--- src/rtl/pbs_pkg.sv ---
// Shared types for the PHY bring-up sequencer.
// Assumes: one program step is executed per step index; data doubles as poll mask.
package pbs_pkg;

    localparam int STEP_IDX_W = 5;

    typedef enum logic [2:0] {
        K_WRITE    = 3'd0,
        K_SKIP     = 3'd1,
        K_POLL_CLR = 3'd2,
        K_POLL_SET = 3'd3,
        K_SETTLE   = 3'd4,
        K_END      = 3'd5
    } step_kind_e;

    typedef struct packed {
        step_kind_e  kind;
        logic [7:0]  addr;
        logic [7:0]  data;
    } step_t;

    typedef enum logic [1:0] {
        SQ_IDLE = 2'd0,
        SQ_RUN  = 2'd1,
        SQ_EVAL = 2'd2,
        SQ_GAP  = 2'd3
    } sq_state_e;

    function automatic step_t mk_step(step_kind_e k, logic [7:0] a, logic [7:0] d);
        step_t s;
        s.kind = k;
        s.addr = a;
        s.data = d;
        return s;
    endfunction

endpackage

--- src/rtl/pbs_step_rom.sv ---
// Program store: maps a step index plus the latched generation and polarity
// to one step (write, skipped slot, poll, settling wait or end).
// Assumes: gen is already normalised to 1..3.
module pbs_step_rom
    import pbs_pkg::*;
(
    input  logic [STEP_IDX_W-1:0] idx,
    input  logic [1:0]            gen,
    input  logic                  pol,
    output step_t                 step
);

    logic       is_g1;
    logic       is_g3;
    logic [1:0] code;

    // Purpose: derive per-generation selectors used by the program table.
    always_comb begin
        is_g1 = (gen == 2'd1);
        is_g3 = (gen == 2'd3);
        code  = gen - 2'd1;
    end

    // Purpose: decode the current step from the index.
    always_comb begin
        step = mk_step(K_END, 8'h00, 8'h00);
        case (idx)
            // full reset, optional polarity, speed override
            5'd0:  step = mk_step(K_WRITE, 8'h00, 8'h96);
            5'd1:  step = pol ? mk_step(K_WRITE, 8'h02, 8'h20) : mk_step(K_SKIP, 8'h00, 8'h00);
            5'd2:  step = mk_step(K_WRITE, 8'h10, 8'h01);
            5'd3:  step = mk_step(K_WRITE, 8'h72, 8'h40);
            5'd4:  step = mk_step(K_WRITE, 8'h12, {3'b000, code, 1'b0, code});
            5'd5:  step = mk_step(K_POLL_CLR, 8'h01, 8'h03);
            // compensation
            5'd6:  step = mk_step(K_WRITE, 8'h41, is_g1 ? 8'h1E : 8'h0F);
            5'd7:  step = is_g3 ? mk_step(K_SKIP, 8'h00, 8'h00) : mk_step(K_WRITE, 8'h42, 8'h33);
            5'd8:  step = is_g3 ? mk_step(K_SKIP, 8'h00, 8'h00) : mk_step(K_WRITE, 8'h51, 8'h02);
            5'd9:  step = is_g3 ? mk_step(K_SKIP, 8'h00, 8'h00) : mk_step(K_WRITE, 8'h47, 8'h2A);
            5'd10: step = mk_step(K_WRITE, 8'h40, 8'h13);
            5'd11: step = mk_step(K_POLL_SET, 8'h40, 8'h0C);
            // buffer bank
            5'd12: step = mk_step(K_WRITE, 8'h20, is_g3 ? 8'h12 : (is_g1 ? 8'h10 : 8'h01));
            5'd13: step = mk_step(K_WRITE, 8'h21, is_g3 ? 8'h64 : (is_g1 ? 8'h03 : 8'h04));
            5'd14: step = mk_step(K_WRITE, 8'h22, is_g1 ? 8'h04 : 8'h02);
            5'd15: step = is_g3 ? mk_step(K_WRITE, 8'h23, 8'h00) : mk_step(K_SKIP, 8'h00, 8'h00);
            5'd16: step = is_g3 ? mk_step(K_WRITE, 8'h25, 8'h31)
                        : (is_g1 ? mk_step(K_SKIP, 8'h00, 8'h00) : mk_step(K_WRITE, 8'h25, 8'h11));
            // partial reset release and settle
            5'd17: step = mk_step(K_WRITE, 8'h00, 8'h10);
            5'd18: step = mk_step(K_SETTLE, 8'h00, 8'h00);
            // spread spectrum and PLL
            5'd19: step = mk_step(K_WRITE, 8'h56, 8'h03);
            5'd20: step = mk_step(K_WRITE, 8'h57, 8'h63);
            5'd21: step = mk_step(K_WRITE, 8'h58, 8'h00);
            5'd22: step = mk_step(K_WRITE, 8'h59, 8'hF1);
            5'd23: step = mk_step(K_WRITE, 8'h50, is_g1 ? 8'h8D : 8'hCD);
            5'd24: step = mk_step(K_POLL_SET, 8'h01, 8'h03);
            // finishing
            5'd25: step = mk_step(K_WRITE, 8'h10, 8'h00);
            5'd26: step = mk_step(K_WRITE, 8'h72, 8'h00);
            5'd27: step = mk_step(K_WRITE, 8'h00, 8'h10);
            5'd28: step = mk_step(K_WRITE, 8'h02, pol ? 8'h28 : 8'h08);
            5'd29: step = mk_step(K_WRITE, 8'h86, 8'h61);
            5'd30: step = mk_step(K_WRITE, 8'h00, 8'h00);
            default: step = mk_step(K_END, 8'h00, 8'h00);
        endcase
    end

endmodule

--- src/rtl/pbs_tick_count.sv ---
// Saturating counter of microsecond ticks with synchronous clear.
// Assumes: clr wins over tick; the count holds at its all-ones value.
module pbs_tick_count #(
    parameter int CW = 8
) (
    input  logic          clk,
    input  logic          rst_n,
    input  logic          clr,
    input  logic          tick,
    output logic [CW-1:0] count
);

    localparam logic [CW-1:0] SAT = {CW{1'b1}};

    // Purpose: count ticks, clear on request, saturate at the top.
    always_ff @(posedge clk) begin
        if (!rst_n) begin
            count <= '0;
        end else if (clr) begin
            count <= '0;
        end else if (tick && (count != SAT)) begin
            count <= count + 1'b1;
        end
    end

endmodule

--- src/rtl/phy_bringup_seq.sv ---
// Top of the PHY bring-up sequencer. Walks the step program, issues one bus
// write per cycle, polls with a tick-timed gap, holds the settling delay and
// ends a poll with an error once its tick budget is spent.
// Assumes: bus_rdata is valid in the cycle after bus_rd; us_tick is one cycle wide.
module phy_bringup_seq
    import pbs_pkg::*;
#(
    parameter int POLL_GAP_US = 2000,
    parameter int TIMEOUT_US  = 100000,
    parameter int SETTLE_US   = 100
) (
    input  logic       clk,
    input  logic       rst_n,
    input  logic       start,
    input  logic [1:0] gen_sel,
    input  logic       tx_pol_inv,
    input  logic       us_tick,
    input  logic [7:0] bus_rdata,
    output logic       bus_wr,
    output logic       bus_rd,
    output logic [7:0] bus_addr,
    output logic [7:0] bus_wdata,
    output logic       busy,
    output logic       seq_done,
    output logic       seq_err
);

    localparam int STEP_MAX = (TIMEOUT_US > SETTLE_US + 1) ? TIMEOUT_US : SETTLE_US + 1;
    localparam int STEP_CW  = $clog2(STEP_MAX + 2);
    localparam int GAP_CW   = $clog2(POLL_GAP_US + 2);
    localparam logic [STEP_CW-1:0] TMO_LIM    = STEP_CW'(TIMEOUT_US);
    localparam logic [STEP_CW-1:0] SETTLE_LIM = STEP_CW'(SETTLE_US + 1);
    localparam logic [GAP_CW-1:0]  GAP_LIM    = GAP_CW'(POLL_GAP_US);

    sq_state_e              state;
    logic [STEP_IDX_W-1:0]  idx;
    logic [1:0]             gen_q;
    logic                   pol_q;
    step_t                  cur;
    logic [STEP_CW-1:0]     step_us;
    logic [GAP_CW-1:0]      gap_us;
    logic                   is_poll;
    logic                   poll_met;
    logic                   settle_over;
    logic                   advance;
    logic                   step_clr;
    logic                   gap_clr;
    logic [7:0]             masked;

    pbs_step_rom u_rom (
        .idx  (idx),
        .gen  (gen_q),
        .pol  (pol_q),
        .step (cur)
    );

    pbs_tick_count #(.CW(STEP_CW)) u_step_timer (
        .clk   (clk),
        .rst_n (rst_n),
        .clr   (step_clr),
        .tick  (us_tick),
        .count (step_us)
    );

    pbs_tick_count #(.CW(GAP_CW)) u_gap_timer (
        .clk   (clk),
        .rst_n (rst_n),
        .clr   (gap_clr),
        .tick  (us_tick),
        .count (gap_us)
    );

    // Purpose: judge the sampled read data against the current poll mask.
    always_comb begin
        masked  = bus_rdata & cur.data;
        is_poll = (cur.kind == K_POLL_CLR) || (cur.kind == K_POLL_SET);
        case (cur.kind)
            K_POLL_CLR: poll_met = (masked == 8'h00);
            K_POLL_SET: poll_met = (masked == cur.data);
            default:    poll_met = 1'b0;
        endcase
        settle_over = (step_us >= SETTLE_LIM);
    end

    // Purpose: decide when the step index moves and when the timers restart.
    always_comb begin
        advance = ((state == SQ_RUN) &&
                   ((cur.kind == K_WRITE) || (cur.kind == K_SKIP) ||
                    ((cur.kind == K_SETTLE) && settle_over))) ||
                  ((state == SQ_EVAL) && poll_met);
        step_clr = ((state == SQ_IDLE) && start) || advance;
        gap_clr  = (state == SQ_RUN) && is_poll;
    end

    // Purpose: sequencer state, step index, bus strobes and result flags.
    always_ff @(posedge clk) begin
        if (!rst_n) begin
            state     <= SQ_IDLE;
            idx       <= '0;
            gen_q     <= 2'd1;
            pol_q     <= 1'b0;
            bus_wr    <= 1'b0;
            bus_rd    <= 1'b0;
            bus_addr  <= 8'h00;
            bus_wdata <= 8'h00;
            busy      <= 1'b0;
            seq_done  <= 1'b0;
            seq_err   <= 1'b0;
        end else begin
            bus_wr <= 1'b0;
            bus_rd <= 1'b0;
            if (advance) begin
                idx <= idx + 1'b1;
            end
            case (state)
                SQ_IDLE: begin
                    if (start) begin
                        gen_q    <= (gen_sel == 2'd0) ? 2'd1 : gen_sel;
                        pol_q    <= tx_pol_inv;
                        idx      <= '0;
                        busy     <= 1'b1;
                        seq_done <= 1'b0;
                        seq_err  <= 1'b0;
                        state    <= SQ_RUN;
                    end
                end
                SQ_RUN: begin
                    case (cur.kind)
                        K_WRITE: begin
                            bus_wr    <= 1'b1;
                            bus_addr  <= cur.addr;
                            bus_wdata <= cur.data;
                        end
                        K_POLL_CLR, K_POLL_SET: begin
                            bus_rd   <= 1'b1;
                            bus_addr <= cur.addr;
                            state    <= SQ_EVAL;
                        end
                        K_END: begin
                            busy     <= 1'b0;
                            seq_done <= 1'b1;
                            state    <= SQ_IDLE;
                        end
                        default: begin
                        end
                    endcase
                end
                SQ_EVAL: begin
                    if (poll_met) begin
                        state <= SQ_RUN;
                    end else if (step_us >= TMO_LIM) begin
                        busy    <= 1'b0;
                        seq_err <= 1'b1;
                        state   <= SQ_IDLE;
                    end else begin
                        state <= SQ_GAP;
                    end
                end
                SQ_GAP: begin
                    if (gap_us >= GAP_LIM) begin
                        state <= SQ_RUN;
                    end
                end
                default: state <= SQ_IDLE;
            endcase
        end
    end

endmodule

--- config.mk ---
export PLATFORM = sky130hd
export DESIGN_NAME = phy_bringup_seq
export DESIGN_NICKNAME = d
export VERILOG_FILES = /design/src/rtl/pbs_pkg.sv /design/src/rtl/pbs_step_rom.sv /design/src/rtl/pbs_tick_count.sv /design/src/rtl/phy_bringup_seq.sv
export SDC_FILE = /design/constraint.sdc
export NUM_CORES = 1
export LEC_CHECK = 0
export BUFFER_PORTS_ARGS = -buffer_cell sky130_fd_sc_hd__buf_4
export CAP_MARGIN = 20
export CORE_MARGIN = 3
export CORE_UTILIZATION = 50
export DETAILED_ROUTE_END_ITERATION = 10
export PLACE_DENSITY = 0.75
export REMOVE_ABC_BUFFERS = 1
export SETUP_SLACK_MARGIN = 0.4
export SLEW_MARGIN = 20
export SYNTH_ARGS = -nofsm -noshare
export SYNTH_HDL_FRONTEND = slang
export SYNTH_SLANG_ARGS = --single-unit
--- constraint.sdc ---
create_clock -name clk -period 6.87 [get_ports clk]
set_clock_uncertainty 0.05 [all_clocks]
set_input_delay 1.0305 -clock clk [delete_from_list [all_inputs] [get_ports clk]]
set_output_delay 1.0305 -clock clk [all_outputs]
set_load 0.1 [all_outputs]
* Yosys cells after proc, flatten, opt, wreduce, memory -nomap -nowiden
Index checks and enable logic that the tools add are counted.
Word-level totals: flip-flop bits (word level) 59, bits of input ports 15, output and inout bits 21, logic and storage cells 144
Cells by class: add/sub/neg operators 4, $lt $le $gt $ge 3, equal/unequal tests 49, multiplexer cells 40, bitwise operators 2, reduce and logical (&&, ||, !) cells 33
Operators by type and width (count):
- $pmux W19 S30 | 1
- $mux W17 | 6
- $eq A5 B5 Y1 const B | 15
- $eq A5 B4 Y1 const B | 8
- $mux W5 | 5
- $eq A5 B3 Y1 const B | 4
- $mux W19 | 1
- $add A17 B1 Y17 const B | 1
- $ge A17 B17 Y1 const B | 1
- $ge A17 B7 Y1 const B | 1
- $ne A17 B17 Y1 const B | 1
- $mux W8 | 2
- $add A11 B1 Y11 const B | 1
- $ge A11 B11 Y1 const B | 1
- $ne A11 B11 Y1 const B | 1
- $eq A5 B2 Y1 const B | 2
- $mux W1 | 10
- $mux W2 | 5
- $and A8 B8 Y8 | 1
- $eq A8 B8 Y1 | 1
- $logic_not A8 Y1 | 1
- $pmux W2 S4 | 1
- $reduce_and A2 Y1 | 4
- $reduce_or A2 Y1 | 4
- 29 further kinds | 53

* Longest topological paths before layout
depth after elaboration 12, depth in mapped cells 15, gate-level depth less buffers 11

* Hierarchy
A second synthesis with hierarchy kept.
Second synthesis, totals: cells, all modules 512, area, all modules 3971.3 um^2
Modules (own cells, without submodules):
- phy_bringup_seq | times used 1, cells each 195, area an instance 1562.7 um^2, sequential area each 620.6 um^2
- pbs_step_rom | times used 1, cells each 165, area an instance 1062.3 um^2, sequential area each 0.0 um^2
- pbs_tick_count (u_step_timer) | times used 1, cells each 86, area an instance 800.8 um^2, sequential area each 340.3 um^2
- pbs_tick_count (u_gap_timer) | times used 1, cells each 66, area an instance 545.5 um^2, sequential area each 220.2 um^2

* Worst setup path before layout
No wires, ideal clock.
path kind register -> register, from register idx[0], to register u_step_timer.count[16], library setup time 0.114 ns, arrival time 3.040 ns, data required time 6.706 ns, path slack 3.666 ns, stages on the path, launching flop included 16, buffers on the path 4, period minus slack after synthesis 3.204 ns, cell sequence dfxtp_1 ha_1 clkbuf_1 clkbuf_1 inv_1 nor2_1 ha_1 a21oi_1 and4_1 a2111oi_2 nand3_1 o32a_1 buf_6 o211ai_2 buf_4 nor2_1
Between the ends: longest elaborated chain between the ends 10, elaborated cells between the ends (all ways) 50, classes of those cells 35 x eq/ne; 2 x mux; 1 x bitwise; 12 x reduce/logical
RTL lines:
- start, declared | line phy_bringup_seq.sv:36 | logic [STEP_IDX_W-1:0] idx;
- start signal, assigned | line phy_bringup_seq.sv:113 | idx <= idx + 1'b1;
- $eq A5 B5 Y1 | line pbs_step_rom.sv:27 | case (idx)
- $reduce_or A2 Y1 (no source line)
- $pmux W19 S30 (*) | line pbs_step_rom.sv:27
- $and A8 B8 Y8, or another cell as far along | line phy_bringup_seq.sv:75 | masked = bus_rdata & cur.data;
- $eq A8 B8 Y1, or another cell as far along | line phy_bringup_seq.sv:79 | K_POLL_SET: poll_met = (masked == cur.data);
- $pmux W1 S2 / $logic_or A1 B1 Y1 (equally long branches) | line phy_bringup_seq.sv:77, phy_bringup_seq.sv:88
- $logic_and A1 B1 Y1 (on tied branches) | line phy_bringup_seq.sv:90, phy_bringup_seq.sv:87
- $logic_or A1 B1 Y1 (*) | line phy_bringup_seq.sv:89 | ((cur.kind == K_SETTLE) && settle_over))) ||
- $logic_or A1 B1 Y1 (*) | line phy_bringup_seq.sv:91 | step_clr = ((state == SQ_IDLE) && start) || advance;
- $reduce_or A2 Y1 (no source line) (*)
- end signal, assigned | line pbs_tick_count.sv:22 | count <= count + 1'b1;
- end, declared | line pbs_tick_count.sv:10 | output logic [CW-1:0] count
Every way passes the cells marked *; elsewhere a longest branch is shown, timed or not. A chain may end at the register's enable or synchronous reset.

* Worst setup path in the final report
from register idx[0], to register u_step_timer.count[14]
Same word-level chain as after synthesis.

==> qor.yml <==
grt:
  antenna_found_initial: 0
  grtUsageMet1: 0.2831
  grt_usage: 0.2240
  grt_pass1_vias: 3418
  grt_max_degree: 53
  use_met3: 0.04338
  grt_pass1_wl_um: 16410
  top_usage_layer: "met2"
  use_met2: 0.3732
  grt_overflow: 0
routing:
  vias: 3839
  wirelength_um: 10100
  firstDrtPassIters: 5
  drc: 0
  ant_nets: 0
  routedWlPerCell_um: 15.88
  vias_per_cell: 6.036
  drt-initial-drc-count: 289
floorplanning:
  fp-row-count: 32
  coreArea_um2: 7848
  die_y_um: 96.39
  ios: 36
  dieArea_um2: 9291
  die_w_um: 96.39
  initial_utilization: 0.5206
worst_setup_path:
  critPathCaptureType: "flop"
  path_class: "reg -> reg"
  reg2reg_depth: 10
  r2r_start: "idx[0]"
  worstSetupStartpointType: "flop"
  cp.required_ps: 7030
  r2r_end: "u_step_timer.count[14]"
  r2r_slack_ps: 3110
  worstPathArrival_ps: 3910
  path_max_fanout: 23
sta:
  worstMarginPinSlew_ps: 859.6
  tns_ps: 0
  max_slew_margin: 0.4269
  finalCriticalPeriod_ps: 3759
  finalHoldViolCount: 0
  fin_crit_sh: 0.5472
  drv_slew: 0
  setup_viol_count_final: 0
  max_clock_freq_mhz: 266.0
  rsz0062_at_grt: "false"
  hold_slack_ps: 405.0
cts:
  cts_hold_buf: 0
  cts_root_buffer: "clkbuf_8"
  cts_tree: "yes"
  path_clk_slew_ps: 70
  cts_resized: 0
  cts_max_level: 3
  cts_max_path_buffers: 2
  cts_sinks: 59
  numCtsBuffers: 9
  clock_latency_ps: 340
  postCtsSetupBuffers: 0
power:
  p_sw_mw: 0.6096
  power_frac_seq: 0.293
  power.share.combinational: 0.445
  swShare: 0.4355
  p_per_area_nw_per_um2: 309.6
  p_int_mw: 0.7901
  clockPowerShare: 0.261
  peakVddDrop_mv: 0.2267
  leakagePower_nw: 1.784
status:
  status: "finished, final reports clean"
synthesis:
  synth_commonest_cells: "dfxtp_1 (59), nor2_1 (58), a21oi_1 (37), nand2_1 (36), nand3_1 (22)"
  synth_cells: 515
  yosysSeqAreaShare: 0.2891
  synth_edf_count: 0
  synth_cell_types: 75
  synth_most_common_cell: "dfxtp_1"
  netlist_area_um2: 4085
  synthFlopType: "dfxtp_1"
  synth-seq-cells: 59
  synth_warnings: 0
  synth.area.top_cells: "dfxtp_1 (29%), ha_1 (5.8%), nor2_1 (5.3%)"
  yosysTopAreaCell: "dfxtp_1"
  avgSynthCellArea_um2: 7.932
  async_flop_share: 0
  synth_top_area_share: 0.2891
min_path:
  hold_depth: 2
  min_from: "bus_addr[3]"
  hold_path_class: "reg -> reg"
  holdPathEnd: "bus_addr[3]"
finish:
  areaGrowthSynthToFinish_pct: 10.66
  fill_cells: 746
  drive_above_1_share: 0.1236
  nets: 564
  num_antenna_cells: 0
placement:
  dp_hpwl_um: 7102
  io_buffers: 35
  gp_congestion: 0.9605
flow_run:
  maxCapViolCount: 0
## cells in the final DEF, fill, tap and decap left out, types with 4 or more instances in the layout
| cell | n |
|---|---|
| a31oi_1 | 5 |
| nand2_1 | 36 |
| and4_1 | 4 |
| clkbuf_8 | 11 |
| mux2i_1 | 13 |
| nor2_1 | 58 |
| dfxtp_1 | 59 |
| nand4_1 | 9 |
| o21ai_1 | 5 |
| nand2b_1 | 18 |
| o2111ai_1 | 4 |
| and3_1 | 10 |
| xnor2_1 | 5 |
| o211ai_1 | 12 |
| nand3_1 | 22 |
| ha_1 | 19 |
| o21ai_0 | 14 |
| buf_4 | 39 |
| nor2b_1 | 13 |
| nor3_1 | 10 |
| a21oi_1 | 37 |
| a21o_1 | 4 |
| nand3b_1 | 5 |
| nor3b_1 | 4 |
| inv_1 | 20 |
| xor2_1 | 20 |
| o21a_1 | 5 |
## cell families (layout without fill, tap and decap cells)
kind of cell | after synthesis | in the layout | synth area share
AO/OA/AOI/OAI | 130 | 130 | 0.2202
XOR/XNOR | 25 | 25 | 0.05360
adder cells (fa/ha/maj) | 19 | 19 | 0.05819
buffers and inverters | 56 | 75 | 0.07075
flip-flops | 59 | 59 | 0.2891
multiplexers | 15 | 15 | 0.03828
AND/OR/NAND/NOR | 211 | 211 | 0.2698
## final cells by class
type	count	area, um2	share of cell area
flip-flops and latches	59	1181	0.2613
inverters	21	78.83	0.01744
clock inverters	4	73.82	0.01633
multi-input cells	400	2615	0.5785
repair buffers	39	292.8	0.06477
well taps	102	127.6	0.02823
clock buffers	11	151.4	0.03349
## metal layers
| metal | part of all wire | wire length [um] | vias up |
|---|---|---|---|
| met2 | 0.49 | 4921 | 162 |
| li1 | - | - | 1873 |
| met3 | 0.063 | 639 | 37 |
| met5 | 0 | 0 | - |
| met1 | 0.42 | 4242 | 1767 |
| met4 | 0.029 | 294 | 0 |
## how the worst max path moves through the flow
| stage | startpoint | endpoint | slack (ps) | depth (start not counted) |
|---|---|---|---|---|
| 6_report | idx[0] | u_step_timer.count[14] | 3110 | 10 |
| 5_1_grt | idx[0] | u_step_timer.count[8] | 2810 | 10 |
| 4_1_cts | idx[0] | u_step_timer.count[14] | 3130 | 10 |
| 3_5_place_dp | idx[0] | u_step_timer.count[14] | 3170 | 10 |
| 3_3_place_gp | idx[0] | u_step_timer.count[14] | 3290 | 10 |
| 2_1_floorplan | idx[3] | bus_addr[4] | 3290 | 9 |
## power groups by stage
| stage | sequential (mW) | combinational [mW] | clock [mW] |
|---|---|---|---|
| 5_1_grt | 0.416 | 0.675 | 0.381 |
| 3_3_place_gp | 0.416 | 0.612 | 0 |
| 2_1_floorplan | 0.577 | 0.311 | 0 |
| 6_report | 0.411 | 0.623 | 0.366 |
| 4_1_cts | 0.411 | 0.620 | 0.371 |
| 3_5_place_dp | 0.418 | 0.617 | 0 |
## per-stage QoR
| stage | cells | worst slack, ps | power, mW | utilization | cell area (um2) |
|---|---|---|---|---|---|
| global placement | 621 | 3292 | 1.027 | 0.5474 | 4295 |
| global route | 636 | 2807 | 1.471 | 0.5761 | 4521 |
| floorplan | 480 | 3288 | 0.8883 | - | 3875 |
| detailed placement | 621 | 3166 | 1.035 | 0.5474 | 4295 |
| finish | 636 | 3111 | 1.400 | 0.5761 | 4521 |
| CTS | 636 | 3129 | 1.402 | 0.5761 | 4521 |
## state kept, by name (all words and copies together) (netlist names), 2 cells and up
signal,count
u_gap_timer.count,11
bus_addr,8
gen_q,2
state,2
u_step_timer.count,17
idx,5
bus_wdata,8
## critical path, cell delays in order, from the launching register on
cell	delay [ps]
dfxtp_1	410
inv_1	100
ha_1	460
mux2_2	390
a32oi_2	240
a21boi_0	140
a2111o_1	410
o311ai_1	320
nand3_1	310
o211ai_2	660
nor2_1	120
(Power assumes the default switching activity.)
